<file path="src/rtl/acc_pkg.sv">
package acc_pkg;
  localparam int OP_W = 4;

  localparam logic [OP_W-1:0] OPC_LOAD  = 4'b0001;
  localparam logic [OP_W-1:0] OPC_STORE = 4'b0010;
  localparam logic [OP_W-1:0] OPC_BRA   = 4'b0011;
  localparam logic [OP_W-1:0] OPC_BN    = 4'b0100;
  localparam logic [OP_W-1:0] OPC_SHL   = 4'b0101;
  localparam logic [OP_W-1:0] OPC_ADD   = 4'b1001;

  typedef enum logic [3:0] {
    ST_FA,   // address register <- PC
    ST_FR,   // instruction read strobe, PC advance
    ST_FW,   // buffer <- read data
    ST_DEC,  // opcode register <- opcode field
    ST_OAC,  // address register <- direct field
    ST_IR,   // pointer read strobe
    ST_IW,   // buffer <- pointer
    ST_IM,   // address register <- pointer
    ST_OFR,  // operand read strobe
    ST_OFW,  // buffer <- operand
    ST_EX,   // execute
    ST_OSL,  // buffer <- AC
    ST_OSW   // write strobe
  } state_e;

  typedef enum logic [1:0] {AOP_NONE, AOP_LOAD, AOP_ADD, AOP_SHL} aop_e;
  typedef enum logic [1:0] {MAR_HOLD, MAR_PC, MAR_FIELD, MAR_PTR} marsel_e;
  typedef enum logic [1:0] {MBR_HOLD, MBR_MEM, MBR_ACC} mbrsel_e;

  typedef struct packed {
    marsel_e mar_sel;
    mbrsel_e mbr_sel;
    logic    ir_load;
    logic    pc_inc;
    logic    pc_load;
    aop_e    aop;
    logic    rd;
    logic    wr;
  } ctl_t;

  typedef struct packed {
    logic ld;
    logic st;
    logic add;
    logic shl;
    logic bra;
    logic bn;
    logic known;
  } cls_t;
endpackage

</file>
<file path="src/rtl/acc_decode.sv">
module acc_decode
  import acc_pkg::*;
(
  input  logic [OP_W-1:0] opc,
  output cls_t            cls
);
  always_comb begin
    cls       = '0;
    cls.ld    = (opc == OPC_LOAD);
    cls.st    = (opc == OPC_STORE);
    cls.add   = (opc == OPC_ADD);
    cls.shl   = (opc == OPC_SHL);
    cls.bra   = (opc == OPC_BRA);
    cls.bn    = (opc == OPC_BN);
    cls.known = cls.ld | cls.st | cls.add | cls.shl | cls.bra | cls.bn;
  end
endmodule

</file>
<file path="src/rtl/acc_ctrl.sv">
module acc_ctrl
  import acc_pkg::*;
(
  input  logic   clk,
  input  logic   rst,
  input  cls_t   cls,
  input  logic   ind_bit,
  input  logic   flag_n,
  output state_e state,
  output ctl_t   ctl
);
  state_e nxt;

  // after the address is known, pick the phase this class needs next
  function automatic state_e route(input cls_t c);
    if (c.ld || c.add)      return ST_OFR;
    else if (c.st)          return ST_OSL;
    else                    return ST_EX;
  endfunction

  always_ff @(posedge clk) begin
    if (rst) state <= ST_FA;
    else     state <= nxt;
  end

  always_comb begin
    nxt = state;
    unique case (state)
      ST_FA:  nxt = ST_FR;
      ST_FR:  nxt = ST_FW;
      ST_FW:  nxt = ST_DEC;
      ST_DEC: begin
        if (!cls.known)   nxt = ST_FA;
        else if (cls.shl) nxt = ST_EX;
        else              nxt = ST_OAC;
      end
      ST_OAC: nxt = ind_bit ? ST_IR : route(cls);
      ST_IR:  nxt = ST_IW;
      ST_IW:  nxt = ST_IM;
      ST_IM:  nxt = route(cls);
      ST_OFR: nxt = ST_OFW;
      ST_OFW: nxt = ST_EX;
      ST_EX:  nxt = ST_FA;
      ST_OSL: nxt = ST_OSW;
      ST_OSW: nxt = ST_FA;
      default: nxt = ST_FA;
    endcase
  end

  always_comb begin
    ctl         = '0;
    ctl.mar_sel = MAR_HOLD;
    ctl.mbr_sel = MBR_HOLD;
    ctl.aop     = AOP_NONE;
    unique case (state)
      ST_FA:  ctl.mar_sel = MAR_PC;
      ST_FR:  begin ctl.rd = 1'b1; ctl.pc_inc = 1'b1; end
      ST_FW:  ctl.mbr_sel = MBR_MEM;
      ST_DEC: ctl.ir_load = 1'b1;
      ST_OAC: ctl.mar_sel = MAR_FIELD;
      ST_IR:  ctl.rd = 1'b1;
      ST_IW:  ctl.mbr_sel = MBR_MEM;
      ST_IM:  ctl.mar_sel = MAR_PTR;
      ST_OFR: ctl.rd = 1'b1;
      ST_OFW: ctl.mbr_sel = MBR_MEM;
      ST_EX: begin
        if (cls.ld)       ctl.aop = AOP_LOAD;
        else if (cls.add) ctl.aop = AOP_ADD;
        else if (cls.shl) ctl.aop = AOP_SHL;
        ctl.pc_load = cls.bra | (cls.bn & flag_n);
      end
      ST_OSL: ctl.mbr_sel = MBR_ACC;
      ST_OSW: ctl.wr = 1'b1;
      default: ;
    endcase
  end
endmodule

</file>
<file path="src/rtl/acc_datapath.sv">
module acc_datapath
  import acc_pkg::*;
#(
  parameter int DATA_W = 16,
  parameter int ADDR_W = DATA_W - OP_W
) (
  input  logic              clk,
  input  logic              rst,
  input  ctl_t              ctl,
  input  logic [DATA_W-1:0] rdata,
  output logic [ADDR_W-1:0] pc,
  output logic [ADDR_W-1:0] mar,
  output logic [DATA_W-1:0] mbr,
  output logic [OP_W-1:0]   ir,
  output logic [DATA_W-1:0] acc,
  output logic              flag_n,
  output logic              flag_z
);
  localparam int FIELD_W = ADDR_W - 1;
  localparam logic [ADDR_W-1:0] PC_STEP = 1;

  function automatic logic [DATA_W-1:0] f_add(input logic [DATA_W-1:0] a,
                                              input logic [DATA_W-1:0] b);
    return a + b;
  endfunction

  function automatic logic [DATA_W-1:0] f_shl(input logic [DATA_W-1:0] a);
    return {a[DATA_W-2:0], 1'b0};
  endfunction

  function automatic logic [DATA_W-1:0] f_alu(input aop_e op,
                                              input logic [DATA_W-1:0] a,
                                              input logic [DATA_W-1:0] b);
    unique case (op)
      AOP_LOAD: return b;
      AOP_ADD:  return f_add(a, b);
      AOP_SHL:  return f_shl(a);
      default:  return a;
    endcase
  endfunction

  logic [DATA_W-1:0] acc_next;
  logic [ADDR_W-1:0] mar_field;
  logic [ADDR_W-1:0] mar_ptr;

  assign acc_next  = f_alu(ctl.aop, acc, mbr);
  assign mar_field = {1'b0, mbr[FIELD_W-1:0]};
  assign mar_ptr   = mbr[ADDR_W-1:0];

  always_ff @(posedge clk) begin
    if (rst) begin
      pc     <= '0;
      mar    <= '0;
      mbr    <= '0;
      ir     <= '0;
      acc    <= '0;
      flag_n <= 1'b0;
      flag_z <= 1'b0;
    end else begin
      unique case (ctl.mar_sel)
        MAR_PC:    mar <= pc;
        MAR_FIELD: mar <= mar_field;
        MAR_PTR:   mar <= mar_ptr;
        default:   ;
      endcase
      unique case (ctl.mbr_sel)
        MBR_MEM: mbr <= rdata;
        MBR_ACC: mbr <= acc;
        default: ;
      endcase
      if (ctl.ir_load) ir <= mbr[DATA_W-1 -: OP_W];
      if (ctl.pc_load)     pc <= mar;
      else if (ctl.pc_inc) pc <= pc + PC_STEP;
      if (ctl.aop != AOP_NONE) begin
        acc    <= acc_next;
        flag_n <= acc_next[DATA_W-1];
        flag_z <= (acc_next == '0);
      end
    end
  end
endmodule

</file>
<file path="src/rtl/acc_core.sv">
module acc_core
  import acc_pkg::*;
#(
  parameter int DATA_W = 16,
  parameter int ADDR_W = DATA_W - OP_W
) (
  input  logic              clk,
  input  logic              rst,
  output logic [ADDR_W-1:0] mem_addr,
  output logic              mem_rd,
  output logic              mem_wr,
  output logic [DATA_W-1:0] mem_wdata,
  input  logic [DATA_W-1:0] mem_rdata
);
  state_e            state;
  ctl_t              ctl;
  cls_t              cls;
  logic [ADDR_W-1:0] pc;
  logic [ADDR_W-1:0] mar;
  logic [DATA_W-1:0] mbr;
  logic [OP_W-1:0]   ir;
  logic [DATA_W-1:0] acc;
  logic              flag_n;
  logic              flag_z;
  logic [OP_W-1:0]   opc_sel;

  // named events for the checker
  logic acc_wr;
  logic fetch_rd;
  logic fetch_idle;
  logic undef_dec;

  // in decode the opcode is still only in the buffer; later phases use IR
  assign opc_sel = (state == ST_DEC) ? mbr[DATA_W-1 -: OP_W] : ir;

  acc_decode u_dec (
    .opc (opc_sel),
    .cls (cls)
  );

  acc_ctrl u_ctrl (
    .clk     (clk),
    .rst     (rst),
    .cls     (cls),
    .ind_bit (mbr[ADDR_W-1]),
    .flag_n  (flag_n),
    .state   (state),
    .ctl     (ctl)
  );

  acc_datapath #(.DATA_W(DATA_W), .ADDR_W(ADDR_W)) u_dp (
    .clk    (clk),
    .rst    (rst),
    .ctl    (ctl),
    .rdata  (mem_rdata),
    .pc     (pc),
    .mar    (mar),
    .mbr    (mbr),
    .ir     (ir),
    .acc    (acc),
    .flag_n (flag_n),
    .flag_z (flag_z)
  );

  assign mem_addr   = mar;
  assign mem_wdata  = mbr;
  assign mem_rd     = ctl.rd;
  assign mem_wr     = ctl.wr;

  assign acc_wr     = (ctl.aop != AOP_NONE);
  assign fetch_rd   = (state == ST_FR);
  assign fetch_idle = (state == ST_FA);
  assign undef_dec  = (state == ST_DEC) && !cls.known;
endmodule

</file>
<file path="config.mk">
export PLATFORM = sky130hd
export DESIGN_NAME = acc_core
export DESIGN_NICKNAME = d
export VERILOG_FILES = /design/src/rtl/acc_pkg.sv /design/src/rtl/acc_decode.sv /design/src/rtl/acc_ctrl.sv /design/src/rtl/acc_datapath.sv /design/src/rtl/acc_core.sv
export SDC_FILE = /design/constraint.sdc
export NUM_CORES = 1
export LEC_CHECK = 0
export BUFFER_PORTS_ARGS = -buffer_cell sky130_fd_sc_hd__buf_2
export CORE_UTILIZATION = 27
export DETAILED_ROUTE_END_ITERATION = 8
export GPL_TIMING_DRIVEN = 0
export SYNTH_ARGS = -nofsm -noshare
export SYNTH_HDL_FRONTEND = slang
export SYNTH_SLANG_ARGS = --single-unit
export TNS_END_PERCENT = 50
</file>
<file path="constraint.sdc">
create_clock -name clk -period 2.7 [get_ports clk]
set_clock_uncertainty 0.2 [all_clocks]
set_input_delay 0.135 -clock clk [delete_from_list [all_inputs] [get_ports clk]]
set_output_delay 0.135 -clock clk [all_outputs]
set_load 0.02 [all_outputs]
</file>
==> flow_summary.ini <==
[synth]
synth-seq-cells = 64
ys_warn_count = 0
synth-async-reset-ratio = 0
syn-num-nets = 597
syn_avg_cell_area_um2 = 7.63
synth-main-ff-cell = dfxtp_1
synth_cells = 561
yosysSeqAreaShare = 0.299
synth_edf_count = 0
ys_types = 68
synthesis.area_mm2 = 0.00428

[clock_tree]
cts_max_level = 3
clk_pin_slew_worst_paths_ns = 0.06
clkSinkCount = 64
numCtsBuffers = 9
cts_setup_buffers = 0
cts_buffer_depth = 2
cts-root-buf = clkbuf_16
tritoncts = built
insertion_delay_ns = 0.35

[drt]
antenna_left = 0
drc_errors = 0
drt_iter0_drc = 377
post_drt_wl_per_cell_um = 16.7
routed_via_density = 5.33
wirelength_mm = 14.1
dr.pass1.iters = 5
via_count = 4528

[floorplan]
die_w_um = 128
die_area_mm2 = 0.0164
io_pins = 48
fp.dieH_um = 128
start_util = 0.279
coreArea_mm2 = 0.0153
rows = 45

[min_path]
hold_class = in -> reg
whs_endpoint = u_dp.mbr[15]
whs_path_depth = 4
hold_start = mem_rdata[15]

[critical_path]
start_kind = flop
rr_endpoint = u_dp.acc[12]
ff2ff_path_depth = 8
crit_fanout = 5
required_ns = 2.77
critPathKind = reg -> reg
ff2ff_setup_slack_ns = 0.05
worstPathArrival_ns = 2.72
r2r_start = u_dp.mbr[0]
endpoint_kind = flop

[placed_design]
portBuffers = 47
place_hpwl_mm = 10.3
gp_congestion = 0.874

[cells_and_area]
fin_nets = 669
drive_gt1_frac = 0.158
register_area_mm2 = 0.00129
diodes = 0
multi_input_area_mm2 = 0.00286
nFillCells = 1681
layout_commonest_cell = nor2_1
syn_to_final_growth_pct = 24.4
layout_common_cells = 80 x nor2_1, 60 x a21oi_1, 59 x dfxtp_1
finish.utilization = 0.348

[global_route]
antenna_found_initial = 0
grt_max_degree = 12
grt_pass1_vias = 4287
grt.overflow.total = 0
grt_usage = 0.181
grt_pass1_wl_mm = 22.9

[sta]
worst_pin_slew_ns = 0.710
finalCritPeriodShare = 0.980
finalHoldViolCount = 0
finalSetupViolations = 0
finalMaxSlewViolations = 0
post-route-min-period_ns = 2.65
fmax_mhz = 378
slew_headroom = 0.523

[power_and_ir_drop]
p_per_area_mw_per_mm2 = 743
peakVddDrop_mv = 0.382
finalPower_mw = 3.96
leakage_nw = 1.96

[run]
cap_violations = 0

[status]
status = finished, final reports clean
## area by class of cell
type / count / area share
Multi-Input combinational cell: 453 / 0.538
Sequential cell: 64 / 0.242
Timing Repair Buffer: 63 / 0.0743
Tap cell: 211 / 0.0496
Clock buffer: 11 / 0.0456
Buffer: 34 / 0.0299
Clock inverter: 5 / 0.0150
Inverter: 8 / 0.00564
## cells by family after synthesis
family / Yosys count / synth area share
fa+ha+maj: 18 / 0.0544
flops: 64 / 0.299
buf+inv: 44 / 0.0436
simple gates: 226 / 0.254
mux: 22 / 0.0558
compound gates: 174 / 0.266
xor+xnor: 13 / 0.0266
## repair_timing
item,in CTS,in global routing
setup endpoints to repair,15,31
hold buffers,16,0
pin swaps,0,4
resized for setup,5,30
hold endpoints to repair,16,0
## state kept, by name, summed over array words and instances (netlist names)
| signal | flops |
|---|---|
| u_dp.acc | 15 |
| u_dp.mbr | 16 |
| u_dp.pc | 12 |
| u_dp.mar | 12 |
| u_dp.ir | 4 |
| u_ctrl.state | 4 |
| u_dp.flag_n | 1 |
## worst max-delay path by stage
| stage | depth (start not counted) | end | from |
|---|---|---|---|
| after floorplan | 8 | u_dp.acc[12] | u_dp.mbr[0] |
| after global placement | 10 | u_dp.mbr[9] | u_ctrl.state[1] |
| after detailed placement | 10 | u_dp.mbr[10] | u_ctrl.state[1] |
| after CTS | 8 | u_dp.acc[12] | u_dp.mbr[0] |
| after global routing | 8 | u_dp.acc[12] | u_dp.mbr[0] |
| final | 8 | u_dp.acc[12] | u_dp.mbr[0] |
## Yosys cell counts, types with 7 or more instances
library cell / count / area [um2]
ha_1: 17 / 213
nand2_1: 50 / 188
dfxtp_1: 64 / 1280
nand4_1: 8 / 50.1
inv_1: 8 / 30.0
a21oi_1: 60 / 300
nor3_1: 24 / 120
nand3_1: 24 / 120
nand2b_1: 7 / 43.8
nor2_1: 81 / 304
o21ai_0: 28 / 140
a211oi_1: 18 / 135
mux2i_1: 18 / 180
a22oi_1: 15 / 113
xnor2_1: 8 / 70.1
nor2b_1: 7 / 43.8
clkbuf_1: 30 / 113
## power breakdown
group | total, mW | switching, mW | internal (mW)
sequential | 1.26 | 0.197 | 1.06
clock | 1.30 | 0.464 | 0.832
combinational | 1.40 | 0.912 | 0.491
## metal layers
metal,routed length (um),vias to the layer above,global-route usage
li1,-,2225,-
met1,6720,2092,0.250
met2,6080,186,0.278
met3,1000,25,0.0409
met4,347,0,0.0609
met5,0,-,0
## worst max-delay path, stage by stage, from the launching register on
cell and delay, ns:
dfxtp_2 0.37, ha_4 0.19, fa_2 0.40, a211oi_4 0.30, o211ai_1 0.16, nand2_2 0.15, o21ai_1 0.10, or4b_2 0.61
o211ai_1 0.09
## stage by stage
stage / hold WS [ns] / setup WS (ns) / cells / setup TNS (ns) / instance area, um2
floorplan: 0.125 / 0.000395 / 561 / 0 / 4280
global placement: 0.264 / -0.612 / 819 / -6.50 / 4780
detailed placement: 0.266 / -0.627 / 819 / -6.71 / 4780
CTS: 0.0591 / -0.157 / 850 / -0.157 / 5270
global route: 0.112 / -0.00288 / 849 / -0.00288 / 5320
finish: 0.0647 / 0.0545 / 849 / 0 / 5320
Power figures use the tool's default switching activity.
